[config.mk]
export PLATFORM = sky130hd
export DESIGN_NAME = tvseq_master
export DESIGN_NICKNAME = d
export VERILOG_FILES = /design/src/rtl/tvseq_pkg.sv /design/src/rtl/tvseq_handshake.sv /design/src/rtl/tvseq_rdpipe.sv /design/src/rtl/tvseq_errcnt.sv /design/src/rtl/tvseq_master.sv
export SDC_FILE = /design/constraint.sdc
export NUM_CORES = 1
export LEC_CHECK = 0
export BUFFER_PORTS_ARGS = -buffer_cell sky130_fd_sc_hd__clkbuf_2
export CAP_MARGIN = 20
export CORE_ASPECT_RATIO = 2
export CORE_MARGIN = 5
export CORE_UTILIZATION = 35
export CTS_BUF_LIST = sky130_fd_sc_hd__clkbuf_16
export DETAILED_ROUTE_END_ITERATION = 7
export GPL_TIMING_DRIVEN = 0
export PLACE_DENSITY_LB_ADDON = 0.3
export RECOVER_POWER = 25
export SLEW_MARGIN = 25
export SYNTH_ARGS = -nofsm -noshare
export SYNTH_HDL_FRONTEND = slang
export SYNTH_SLANG_ARGS = --single-unit
export TNS_END_PERCENT = 20
[constraint.sdc]
create_clock -name clk -period 5.6 [get_ports clk]
set_input_delay 0.84 -clock clk [delete_from_list [all_inputs] [get_ports clk]]
set_output_delay 0.84 -clock clk [all_outputs]
set_load 0.01 [all_outputs]
[src/rtl/tvseq_pkg.sv]
`timescale 1ns/1ps
package tvseq_pkg;
  typedef enum logic [1:0] {
    VK_ADDR  = 2'd0,
    VK_WRITE = 2'd1,
    VK_READ  = 2'd2,
    VK_END   = 2'd3
  } vec_kind_e;

  typedef enum logic [2:0] {
    ST_IDLE,
    ST_REQ,
    ST_RUN,
    ST_DRAIN,
    ST_DONE
  } seq_state_e;
endpackage

[src/rtl/tvseq_handshake.sv]
`timescale 1ns/1ps
module tvseq_handshake
  import tvseq_pkg::*;
(
  input  logic       clk,
  input  logic       rst_n,
  input  logic       ack,
  input  logic       vec_valid,
  input  logic [1:0] vec_kind,
  input  logic       pipe_busy,
  input  logic       halt_hit,
  output logic       vec_ready,
  output logic       accept,
  output logic       req_a,
  output logic       req_b,
  output logic       done
);
  seq_state_e state;

  assign vec_ready = (state == ST_RUN) && ack && !halt_hit;
  assign accept    = vec_ready && vec_valid;

  always_comb begin
    req_a = 1'b0;
    req_b = 1'b0;
    unique case (state)
      ST_REQ:            req_a = 1'b1;
      ST_RUN, ST_DRAIN: begin req_a = 1'b1; req_b = 1'b1; end
      default: ;
    endcase
  end

  always_ff @(posedge clk) begin
    if (!rst_n) begin
      state <= ST_IDLE;
      done  <= 1'b0;
    end else begin
      done <= 1'b0;
      unique case (state)
        ST_IDLE: state <= ST_REQ;
        ST_REQ:  if (ack) state <= ST_RUN;
        ST_RUN: begin
          if (halt_hit) begin
            state <= ST_DONE;
            done  <= 1'b1;
          end else if (accept && vec_kind == VK_END) begin
            state <= ST_DRAIN;
          end
        end
        ST_DRAIN: begin
          if (halt_hit || !pipe_busy) begin
            state <= ST_DONE;
            done  <= 1'b1;
          end
        end
        default: state <= ST_DONE;
      endcase
    end
  end

  // the code A low / B high is never driven
  a_r2_no_b_only: assert property (@(posedge clk) disable iff (!rst_n)
    req_b |-> req_a);
  // the done pulse is followed by a released request code
  a_r10_release: assert property (@(posedge clk) disable iff (!rst_n)
    done |=> (!req_a && !req_b && !done));
endmodule

[src/rtl/tvseq_rdpipe.sv]
`timescale 1ns/1ps
module tvseq_rdpipe #(
  parameter int DW  = 32,
  parameter int LAT = 3
) (
  input  logic          clk,
  input  logic          rst_n,
  input  logic          flush,
  input  logic          push,
  input  logic [DW-1:0] push_exp,
  input  logic [DW-1:0] push_mask,
  input  logic [DW-1:0] rd_data,
  output logic          busy,
  output logic          hit,
  output logic          mism
);
  localparam int LAST = LAT - 1;

  logic [LAT-1:0] vld;
  logic [DW-1:0]  exp_q  [LAT];
  logic [DW-1:0]  mask_q [LAT];

  always_ff @(posedge clk) begin
    if (!rst_n || flush) vld[0] <= 1'b0;
    else                 vld[0] <= push;
    if (push) begin
      exp_q[0]  <= push_exp;
      mask_q[0] <= push_mask;
    end
  end

  for (genvar i = 1; i < LAT; i++) begin : g_stage
    always_ff @(posedge clk) begin
      if (!rst_n || flush) vld[i] <= 1'b0;
      else                 vld[i] <= vld[i-1];
      exp_q[i]  <= exp_q[i-1];
      mask_q[i] <= mask_q[i-1];
    end
  end

  assign busy = |vld;
  assign hit  = vld[LAST] && (((rd_data ^ exp_q[LAST]) & mask_q[LAST]) != '0);

  always_ff @(posedge clk) begin
    if (!rst_n) mism <= 1'b0;
    else        mism <= hit;
  end

  // a mismatch pulse only follows a read that reached the sample stage
  a_r7_from_stage: assert property (@(posedge clk) disable iff (!rst_n)
    mism |-> $past(vld[LAST]));
  // a push shows the pipeline as busy on the next cycle
  a_r7_busy: assert property (@(posedge clk) disable iff (!rst_n)
    (push && !flush) |=> busy);
endmodule

[src/rtl/tvseq_errcnt.sv]
`timescale 1ns/1ps
module tvseq_errcnt #(
  parameter int W = 16
) (
  input  logic         clk,
  input  logic         rst_n,
  input  logic         inc,
  output logic [W-1:0] count,
  output logic         flag
);
  localparam logic [W-1:0] MAXV = '1;
  localparam logic [W-1:0] ONE  = W'(1);

  always_ff @(posedge clk) begin
    if (!rst_n) begin
      count <= '0;
      flag  <= 1'b0;
    end else if (inc) begin
      flag <= 1'b1;
      if (count != MAXV) count <= count + ONE;
    end
  end

  // saturated counter never wraps
  a_r8_saturate: assert property (@(posedge clk) disable iff (!rst_n)
    (count == MAXV) |=> (count == MAXV));
  // below the limit each increment adds exactly one
  a_r8_step: assert property (@(posedge clk) disable iff (!rst_n)
    (inc && count != MAXV) |=> (count == $past(count) + ONE));
  // flag is sticky
  a_r9_sticky: assert property (@(posedge clk) disable iff (!rst_n)
    flag |=> flag);
endmodule

[src/rtl/tvseq_master.sv]
`timescale 1ns/1ps
module tvseq_master
  import tvseq_pkg::*;
#(
  parameter int DW     = 32,
  parameter int RD_LAT = 3,
  parameter int CNT_W  = 16
) (
  input  logic             clk,
  input  logic             rst_n,
  input  logic             halt_on_mismatch,
  input  logic             vec_valid,
  output logic             vec_ready,
  input  logic [1:0]       vec_kind,
  input  logic [DW-1:0]    vec_word,
  input  logic [DW-1:0]    vec_expect,
  input  logic [DW-1:0]    vec_mask,
  output logic             req_a,
  output logic             req_b,
  input  logic             ack,
  output logic             phase_strobe,
  output logic [1:0]       phase_kind,
  output logic [DW-1:0]    phase_word,
  input  logic [DW-1:0]    rd_data,
  output logic             mismatch,
  output logic [CNT_W-1:0] err_count,
  output logic             err_flag,
  output logic             done
);
  logic accept, pipe_busy, hit, halt_hit, push_rd;

  assign halt_hit = halt_on_mismatch && hit;
  assign push_rd  = accept && (vec_kind == VK_READ);

  tvseq_handshake u_hs (
    .clk       (clk),
    .rst_n     (rst_n),
    .ack       (ack),
    .vec_valid (vec_valid),
    .vec_kind  (vec_kind),
    .pipe_busy (pipe_busy),
    .halt_hit  (halt_hit),
    .vec_ready (vec_ready),
    .accept    (accept),
    .req_a     (req_a),
    .req_b     (req_b),
    .done      (done)
  );

  tvseq_rdpipe #(.DW(DW), .LAT(RD_LAT)) u_pipe (
    .clk       (clk),
    .rst_n     (rst_n),
    .flush     (halt_hit),
    .push      (push_rd),
    .push_exp  (vec_expect),
    .push_mask (vec_mask),
    .rd_data   (rd_data),
    .busy      (pipe_busy),
    .hit       (hit),
    .mism      (mismatch)
  );

  tvseq_errcnt #(.W(CNT_W)) u_cnt (
    .clk   (clk),
    .rst_n (rst_n),
    .inc   (hit),
    .count (err_count),
    .flag  (err_flag)
  );

  always_ff @(posedge clk) begin
    if (!rst_n) begin
      phase_strobe <= 1'b0;
      phase_kind   <= '0;
      phase_word   <= '0;
    end else begin
      phase_strobe <= accept;
      if (accept) begin
        phase_kind <= vec_kind;
        phase_word <= vec_word;
      end
    end
  end

  // controller back-pressure blocks the stream
  a_r3_no_accept_without_ack: assert property (@(posedge clk) disable iff (!rst_n)
    !ack |-> !vec_ready);
  // every accepted vector is presented next cycle
  a_r5_present: assert property (@(posedge clk) disable iff (!rst_n)
    (vec_valid && vec_ready) |=> (phase_strobe && phase_kind == $past(vec_kind)));
  // a halting mismatch releases test mode on the next cycle
  a_r11_halt_release: assert property (@(posedge clk) disable iff (!rst_n)
    (halt_on_mismatch && hit) |=> (!req_a && !req_b && done));
  // no vector is taken once the run is over
  a_r10_idle_after_done: assert property (@(posedge clk) disable iff (!rst_n)
    done |-> !vec_ready);
endmodule

==> impl_metrics.py, run 1 <==
metrics = {
    "status": {
        "status": "complete, no violations",
    },
    "synthesis": {
        "syn_nets": 681,
        "synth_cells": 545,
        "yosys.cell_types.count": 41,
        "synth_compound_area_frac": 0.0488,
        "synth-seq-cells": 252,
        "synth_ff_type": "dfxtp_1",
        "synth_top_family_by_area": "simple AND/OR/NAND/NOR gates",
        "netlist_area_um2": 7560,
        "syn_area_per_cell_um2": 13.9,
        "ys_seq_area_frac": 0.752,
        "synth_fa_ha_area_frac": 0.00166,
        "synth_xor_area_frac": 0.0371,
        "yosysTopAreaCellShare": 0.498,
        "synth_edf_count": 64,
        "synth_mux_area_frac": 0.0477,
        "synth_top_area_cell": "dfxtp_1",
        "yosys.area_share.simple": 0.0932,
        "synth_area_leaders": "dfxtp_1 50%, edfxtp_1 25%, mux2i_1 4.8%, nand2_1 4.2%, xor2_1 3.7%",
        "yosysWarnings": 0,
        "synth_async_sr_flop_share": 0,
    },
    "setup_path": {
        "start_kind": "input pin",
        "worstPathArrival_ps": 2510,
        "crit_type": "input pin to output pin",
        "required_ps": 4760,
        "rrSetupSlack_ps": 2450,
        "crit_fanout": 4,
        "worst_setup_path_end_kind": "output pin",
    },
    "layout": {
        "drive_gt1_frac": 0.301,
        "nFillCells": 2022,
        "mostFrequentLayoutCells": "191 x clkbuf_2, 188 x dfxtp_1, 85 x nand2_1",
        "diodes": 0,
        "layout_commonest_cell": "clkbuf_2",
        "final_area_um2": 9570,
        "area_growth_pct": 26.7,
        "finalNetCount": 897,
    },
    "floorplanning": {
        "design.die.area_um2": 24800,
        "core_area_um2": 21400,
        "fp.dieH_um": 218,
        "start_util": 0.353,
        "num_io_pins": 192,
        "fp-row-count": 76,
        "die_x_um": 114,
    },
    "sta": {
        "tns_ps": 0,
        "fmaxAchievable_ghz": 0.299,
        "fin_skew_ps": 19.2,
        "slew_headroom": 0.621,
        "whs_ps": 318,
        "rsz0062_at_grt": "no",
        "fin_crit_ps": 3350,
        "setup_violations": 0,
        "hold_viol": 0,
        "setup_slack_ps": 2250,
        "period_share": 0.598,
        "drv_slew": 0,
        "worstMarginPinSlew_ps": 569,
    },
    "detailed_routing": {
        "wirelength_um": 15300,
        "drc": 0,
        "ant_nets": 0,
        "dr.pass1.iters": 4,
        "drt_iter0_drc": 125,
        "vias_per_cell": 4.44,
        "routedWlPerCell_um": 14.6,
        "vias": 4663,
    },
    "global_route": {
        "grt_start_max_net_pins": 38,
        "grt_pass1_vias": 4754,
        "overflow": 0,
        "grt_usage": 0.123,
        "grt_pass1_wl_um": 24000,
        "antenna_found_initial": 1,
    },
    "worst_hold_path": {
        "min_path_type": "flip-flop to flip-flop",
    },
    "clock_network": {
        "cts.path.max_buffers": 3,
        "clkTransAtPathRegs_ps": 70,
        "clock_latency_ps": 510,
        "cts-buffers-inserted": 22,
        "clkSinkCount": 252,
        "cts-htree-levels": 1,
        "ctsHoldBuffers": 0,
        "post_cts_buffers": 0,
        "cts_tree": "built",
        "cts_resized": 0,
        "cts_root_buf": "clkbuf_16",
    },
    "placement": {
        "gp_congestion": 0.806,
        "placed_area_um2": 8880,
        "portBuffers": 191,
        "dp_slack_ps": 1690,
        "hpwl_um": 11800,
    },
    "power_and_ir_drop": {
        "leakage_uw": 0.00392,
        "p_per_area_nw_per_um2": 358,
        "peakVddDrop_mv": 0.354,
        "totalPowerFinal_uw": 3430,
    },
    "flow_run": {
        "drv_cap": 0,
    },
}
[synthesized netlist by cell type, drive strengths merged, types with 4 or more instances]
cell / number
nand3: 5
clkbuf: 14
o31ai: 4
nor2: 10
mux2i: 36
xor2: 32
o21ai: 10
and2: 4
dfxtp: 188
or3: 5
nand2b: 4
edfxtp: 64
nand4: 13
buf: 6
or4: 6
a21oi: 12
nand2: 85
a22oi: 16
[worst paths after layout]
check | end | startpoint | cells past startpoint
worst max-delay path | vec_ready | rd_data[26] | 8
worst min-delay path | u_pipe.exp_q[0][87]$_DFF_P_ | u_pipe.exp_q[0][55]$_DFF_P_ | 0
worst max register to register | u_pipe.exp_q[0][1]$_DFFE_PP_ | u_pipe.exp_q[0][90]$_DFF_P_ | 8
worst min register to register | u_pipe.exp_q[0][87]$_DFF_P_ | u_pipe.exp_q[0][55]$_DFF_P_ | 0
[worst max-delay path, cell delays in order]
cell and delay, ps:
clkbuf_2 80, xor2_1 140, a22oi_1 260, nand4_1 280
nor4_1 450, nor2_1 170, nor2_1 140, clkbuf_2 150
[kinds of logic (layout without fill, tap and decap cells)]
| kind of cell | count (synthesis) | in the layout |
|---|---|---|
| buf+inv | 23 | 255 |
| fa+ha+maj | 1 | 1 |
| simple gates | 147 | 147 |
| compound gates | 54 | 54 |
| flops | 252 | 252 |
| mux | 36 | 36 |
| xor+xnor | 32 | 32 |
[power breakdown]
part,total [uW],switching [uW],internal (uW)
clock network,1430,637,797
registers,1880,5.12,1870
logic,114,55.7,58.1
[layout make-up]
class / instances / area [um2] / share of cell area
clock inverters: 17 / 120 / 0.0125
repair buffers: 192 / 976 / 0.102
flip-flops and latches: 252 / 5690 / 0.594
clock buffers: 23 / 576 / 0.0601
multi-input cells: 270 / 1730 / 0.181
plain buffers: 20 / 134 / 0.0140
well taps: 273 / 342 / 0.0357
inverters: 3 / 11.3 / 0.00118
[stage by stage]
stage,instances,utilization
2_1_floorplan,545,-
3_3_place_gp,1009,0.414
3_5_place_dp,1010,0.415
4_1_cts,1050,0.447
5_1_grt,1050,0.447
6_report,1050,0.447
[state kept, by name (all words and copies together), names as in the netlist]
name,cells
phase_kind,2
u_pipe.exp_q,96
phase_word,32
u_hs.state,3
u_cnt.count,16
u_pipe.mism,1
u_pipe.mask_q,96
u_cnt.flag,1
u_hs.done,1
u_pipe.vld,3
phase_strobe,1
[metal layers]
metal | track usage | vias to the layer above | wire, um
li1 | - | 2342 | -
met1 | 0.114 | 2148 | 4940
met2 | 0.247 | 144 | 8960
met3 | 0.0325 | 27 | 1040
met4 | 0.0480 | 2 | 397
met5 | 0 | - | 7
Note: power is estimated with default switching activity, not from simulation.
==> run 2, diff against run 1 <==
==> constraint.sdc (replaced) <==
create_clock -name clk -period 2.9 [get_ports clk]
set_input_delay 0.435 -clock clk [delete_from_list [all_inputs] [get_ports clk]]
set_output_delay 0.435 -clock clk [all_outputs]
set_load 0.01 [all_outputs]
==> impl_metrics.py, run 2 (synthesis results as in run 1) <==
metrics = {
    "setup_path": {
        "slowest_stage": "nor4_2",
        "worstRegToRegCells": 7,
        "slowest_delay_ps": 320,
        "crit_chain": "xor2_1 -> a22oi_1 -> nand4_1 -> buf_4 -> nor4_2 -> nor2_1 -> nor2_1 -> clkbuf_2",
        "worstPathArrival_ps": 2280,
        "start_kind": "flip-flop",
        "worst-path-buf-inv": 2,
        "critical_path.most_common_cell": "nor2_1",
        "worst_setup_path_end_kind": "output pin",
        "required_ps": 2470,
        "path_depth": 8,
        "critical_path.top_delay_family": "simple AND/OR/NAND/NOR gates",
        "crit_type": "flip-flop to output pin",
        "crit_fanout": 4,
    },
    "sta": {
        "hold_viol": 0,
        "fin_crit_ps": 2720,
        "slew_headroom": 0.653,
        "fmaxAchievable_ghz": 0.368,
        "period_share": 0.937,
        "fin_skew_ps": 20.8,
        "worstMarginPinSlew_ps": 514,
        "drv_slew": 0,
        "setup_slack_ps": 183,
        "rsz0062_at_grt": "no",
        "setup_violations": 0,
    },
    "global_route": {
        "grt_pass1_vias": 4925,
        "grt_pass1_wl_um": 24800,
        "grt_usage": 0.129,
        "antenna_found_initial": 0,
        "grt_start_max_net_pins": 18,
        "overflow": 0,
    },
    "clock_network": {
        "clock_latency_ps": 520,
        "cts-buffers-inserted": 22,
        "ctsHoldBuffers": 0,
        "cts_root_buf": "clkbuf_16",
        "clkTransAtPathRegs_ps": 70,
        "cts-htree-levels": 1,
        "cts_tree": "built",
        "cts.path.max_buffers": 3,
        "clkSinkCount": 252,
    },
    "layout": {
        "nFillCells": 2032,
        "finalNetCount": 905,
        "drive_gt1_frac": 0.313,
        "area_growth_pct": 28.6,
        "mostFrequentLayoutCells": "189 x clkbuf_2, 188 x dfxtp_1, 85 x nand2_1",
        "largestRegisters": "u_pipe.exp_q x96, u_pipe.mask_q x96, phase_word x32",
        "diodes": 0,
        "layout_commonest_cell": "clkbuf_2",
    },
    "floorplanning": {
        "start_util": 0.353,
        "num_io_pins": 192,
        "fp-row-count": 76,
        "die_x_um": 114,
        "core_area_um2": 21400,
        "design.die.area_um2": 24800,
        "fp.dieH_um": 218,
    },
    "power_and_ir_drop": {
        "p_per_area_nw_per_um2": 699,
        "peakVddDrop_mv": 0.525,
        "totalPowerFinal_uw": 6790,
        "leakage_uw": 0.00398,
    },
    "placement": {
        "dp_slack_ps": -740,
        "portBuffers": 191,
        "gp_congestion": 0.773,
        "hpwl_um": 11500,
    },
    "detailed_routing": {
        "vias_per_cell": 4.47,
        "dr.pass1.iters": 4,
        "vias": 4727,
        "drt_iter0_drc": 180,
        "routedWlPerCell_um": 15.0,
        "drc": 0,
        "wirelength_um": 15800,
        "ant_nets": 0,
    },
    "status": {
        "status": "complete, no violations",
    },
    "flow_run": {
        "drv_cap": 0,
    },
    "worst_hold_path": {
        "hold_depth": 1,
        "min_path_type": "input pin to flip-flop",
    },
}
==> run 2: cell count changes in the layout (fill, tap and decap cells not counted), sizes merged, moves of 2 or more <==
| cell | previous run | this run |
|---|---|---|
| and3b | 1 | 4 |
| clkinvlp | 3 | 1 |
| inv | 8 | 6 |
| buf | 7 | 12 |
| clkinv | 8 | 10 |
==> run 2: power by group <==
group | total [uW] | switching [uW] | internal, uW
Sequential | 3630 | 10.2 | 3620
Clock | 2940 | 1250 | 1690
Combinational | 227 | 112 | 115
Total | 6790 | 1370 | 5420
==> run 2: metal layers <==
| layer | wire length (um) | global-route usage |
|---|---|---|
| met5 | 0 | 0 |
| met2 | 8920 | 0.249 |
| met3 | 875 | 0.0230 |
| met1 | 5490 | 0.129 |
| met4 | 540 | 0.0587 |
==> run 2: timing repair <==
action                                  4_1_cts  5_1_grt
endpoints found under the hold margin         0        0
buffers inserted                              3        3
pin swaps                                     2        3
cloned                                        3        0
gates resized for setup                       7        0
endpoints found under the setup margin       65       17
==> run 2: path summary, 6_finish.rpt <==
kind,from,endpoint,slack [ps]
worst max-delay path,u_pipe.exp_q[0][83]$_DFF_P_,vec_ready,180
worst min-delay path,vec_expect[16],u_pipe.exp_q[0][16]$_DFFE_PP_,90
worst max register to register,u_pipe.exp_q[0][85]$_DFF_P_,u_pipe.exp_q[0][31]$_DFFE_PP_,180
worst min register to register,u_pipe.exp_q[0][54]$_DFF_P_,u_pipe.exp_q[0][86]$_DFF_P_,320
==> run 2: cell type report <==
cell class | count | area, um2 | area share
Buffer | 20 | 134 | 0.0138
Clock buffer | 24 | 601 | 0.0618
Clock inverter | 16 | 150 | 0.0154
Inverter | 3 | 11.3 | 0.00116
Multi-Input combinational cell | 273 | 1770 | 0.183
Sequential cell | 252 | 5690 | 0.585
Tap cell | 273 | 342 | 0.0351
Timing Repair Buffer | 197 | 1020 | 0.105
==> run 2: through the flow <==
stage	setup TNS [ps]	cell area (um2)	utilization	std cells	hold slack [ps]
after global placement	-45890	8860	0.414	1009	310
after detailed placement	-47020	8860	0.414	1009	312
after CTS	0	9690	0.453	1055	65.9
after floorplan	0	7560	-	545	310
final	0	9720	0.454	1058	92.3
after global routing	0	9720	0.454	1058	63.2
==> run 2: worst register-to-register path, delay by kind of cell, from the launching register on <==
| family | cells | cell delay (ps) |
|---|---|---|
| buffers and inverters | 1 | 230 |
| and+or+nand+nor | 3 | 1270 |
| AOI/OAI and AO/OA | 2 | 430 |
| DFF | 1 | 310 |
| xor gates and xnor gates | 1 | 150 |
==> run 3, diff against run 2 <==
--- a/config.mk
+++ b/config.mk
@@ -5,6 +5,7 @@
 export SDC_FILE = /design/constraint.sdc
 export NUM_CORES = 1
 export LEC_CHECK = 0
+export ABC_AREA = 1
 export BUFFER_PORTS_ARGS = -buffer_cell sky130_fd_sc_hd__clkbuf_2
 export CAP_MARGIN = 20
 export CORE_ASPECT_RATIO = 2
==> impl_metrics.py, run 3 <==
metrics = {
    "status": {
        "status": "complete, no violations",
    },
    "floorplanning": {
        "fp.dieH_um": 227,
        "core_area_um2": 23200,
        "fp-row-count": 79,
        "start_util": 0.354,
        "design.die.area_um2": 26800,
        "die_x_um": 118,
        "num_io_pins": 192,
    },
    "sta": {
        "setup_violations": 0,
        "period_share": 0.911,
        "fmaxAchievable_ghz": 0.379,
        "worstMarginPinSlew_ps": 787,
        "slew_headroom": 0.476,
        "drv_slew": 0,
        "fin_crit_ps": 2640,
        "rsz0062_at_grt": "no",
        "setup_slack_ps": 259,
        "tns_ps": 0,
        "fin_skew_ps": 17.2,
        "hold_viol": 0,
    },
    "setup_path": {
        "worstPathArrival_ps": 2210,
        "crit_fanout": 10,
        "worstReg2RegEnd": "u_pipe.mask_q[0][17]$_DFFE_PP_",
        "start_kind": "flip-flop",
        "worstRegToRegCells": 15,
        "critical_path.most_common_cell": "nand2_1",
        "worst_setup_path_end_kind": "output pin",
        "slowest_delay_ps": 310,
        "slowest_stage": "dfxtp_1",
        "required_ps": 2470,
        "rrSetupSlack_ps": 400,
        "crit_chain": "inv_1 -> nand2_1 -> nand3_1 -> nand2_1 -> nor2_1 -> nand2_1 -> nor2_1 -> nand2_2 -> nand3_4 -> nand2_4 -> inv_8 -> buf_12 -> clkbuf_2",
        "crit_type": "flip-flop to output pin",
        "r2r_start": "u_pipe.exp_q[0][90]$_DFF_P_",
    },
    "clock_network": {
        "cts.path.max_buffers": 3,
        "cts-buffers-inserted": 23,
        "cts_tree": "built",
        "clock_latency_ps": 510,
        "cts_resized": 0,
        "cts_root_buf": "clkbuf_16",
        "cts-htree-levels": 1,
        "clkTransAtPathRegs_ps": 60,
        "clkSinkCount": 252,
        "ctsHoldBuffers": 0,
    },
    "synthesis": {
        "synth_mux_area_frac": 0,
        "yosysTopAreaCellShare": 0.458,
        "yosys.area_share.simple": 0.180,
        "syn_area_per_cell_um2": 11.3,
        "synth_compound_area_frac": 0.0530,
        "synth_xor_area_frac": 0.00746,
        "synth_async_sr_flop_share": 0,
        "ys_seq_area_frac": 0.692,
        "synth_area_leaders": "dfxtp_1 46%, edfxtp_1 23%, nand2_1 6.8%, inv_1 3.8%, nand3_2 3.8%",
        "synth_top_area_cell": "dfxtp_1",
        "synth-seq-cells": 252,
        "synth.most_common_cell": "dfxtp_1",
        "yosysWarnings": 0,
        "synth_commonest_cells": "188 x dfxtp_1, 149 x nand2_1, 84 x inv_1, 64 x edfxtp_1, 46 x nand3_1",
        "yosys.cell_types.count": 35,
        "synth_fa_ha_area_frac": 0.00152,
        "synth_top_family_by_area": "simple AND/OR/NAND/NOR gates",
        "netlist_area_um2": 8220,
        "syn_nets": 860,
        "synth_edf_count": 64,
        "synth_ff_type": "dfxtp_1",
        "synth_cells": 724,
    },
    "power_and_ir_drop": {
        "peakVddDrop_mv": 0.530,
        "p_per_area_nw_per_um2": 701,
        "leakage_uw": 0.00441,
    },
    "detailed_routing": {
        "wirelength_um": 16500,
        "dr.pass1.iters": 4,
        "vias_per_cell": 4.31,
        "ant_nets": 0,
        "routedWlPerCell_um": 13.3,
        "vias": 5354,
        "drt_iter0_drc": 156,
        "drc": 0,
    },
    "placement": {
        "gp_congestion": 0.850,
        "dp_slack_ps": -375,
        "hpwl_um": 13000,
        "placed_area_um2": 9580,
        "portBuffers": 190,
    },
    "worst_hold_path": {
        "hold_depth": 1,
        "worstHoldStart": "vec_expect[5]",
        "min_path_type": "input pin to flip-flop",
        "whs_endpoint": "u_pipe.exp_q[0][5]$_DFFE_PP_",
    },
    "flow_run": {
        "drv_cap": 0,
    },
    "global_route": {
        "grt_usage": 0.124,
        "grt_start_max_net_pins": 27,
        "grt_pass1_wl_um": 26700,
        "grt_pass1_vias": 5545,
        "overflow": 0,
        "antenna_found_initial": 1,
    },
    "layout": {
        "largestRegisters": "u_pipe.exp_q x96, u_pipe.mask_q x96, phase_word x32",
        "nFillCells": 2234,
        "area_growth_pct": 25.7,
        "layout_commonest_cell": "clkbuf_2",
        "multiInputGateArea_um2": 2000,
        "finalNetCount": 1078,
        "seq_area_um2": 5690,
        "final_area_um2": 10300,
        "final_util": 0.444,
        "mostFrequentLayoutCells": "189 x clkbuf_2, 188 x dfxtp_1, 149 x nand2_1",
        "drive_gt1_frac": 0.339,
    },
}
==> run 3: cell types whose count changed after synthesis, sizes merged, moves of 16 or more <==
cell,delta
nand3,+73
xor2,-29
a22oi,-16
inv,+85
nand2,+77
nor2,+29
a21oi,+40
mux2i,-36
==> run 3: critical path, delay by kind of cell, from the launching register on <==
| kind | cells | cell delay (ps) |
|---|---|---|
| buffers and inverters | 4 | 450 |
| AND/OR/NAND/NOR | 9 | 950 |
| flip-flops | 1 | 310 |
==> run 3: logic make-up (layout without fill, tap and decap cells) <==
group,Yosys count,count (layout)
other,0,1
AOI/OAI and AO/OA,64,64
xor gates and xnor gates,7,7
DFF,252,252
adders and majority gates,1,1
buffers and inverters,105,339
and+or+nand+nor,295,295
==> run 3: per-stage QoR <==
stage,std cells,total power (uW),hold WS [ps]
after CTS,1241,7390,64.4
after global placement,1197,4390,310
after detailed placement,1199,4410,312
after floorplan,724,4170,310
final,1242,7240,102
after global routing,1242,7600,67.9
==> run 3: final cells by class <==
cell class / count / share of cell area
flip-flops and latches: 252 / 0.551
multi-input cells: 367 / 0.194
clock inverters: 17 / 0.0136
clock buffers: 24 / 0.0582
inverters: 88 / 0.0327
well taps: 283 / 0.0343
repair buffers: 193 / 0.0973
plain buffers: 17 / 0.0194
diodes: 1 / 0.000242
==> run 3: worst max path at each step <==
stage                     slack (ps)                   startpoint                       endpoint
after floorplan                   70                  rd_data[21]   u_pipe.exp_q[0][0]$_DFFE_PP_
after global placement          -910                  rd_data[17]  u_pipe.exp_q[0][26]$_DFFE_PP_
after detailed placement        -380                  rd_data[17]  u_pipe.exp_q[0][17]$_DFFE_PP_
after CTS                         80  u_pipe.exp_q[0][90]$_DFF_P_                      vec_ready
after global routing               3  u_pipe.exp_q[0][64]$_DFF_P_                      vec_ready
final                            260  u_pipe.exp_q[0][90]$_DFF_P_                      vec_ready
==> run 3: power breakdown <==
part           total [uW]  internal [uW]  switching (uW)
registers            3740           3690            43.8
clock network        2920           1680            1230
logic                 585            255             329
==> run 3: metal layers <==
layer	track usage	share of wire
met2	0.239	0.55
met5	0	0
met1	0.113	0.33
met3	0.0447	0.092
met4	0.0526	0.031
==> run 3: repair_timing <==
action                     in CTS  in global routing
hold endpoints to repair        0                  0
setup endpoints to repair      26                  0
buffers inserted                1                  0
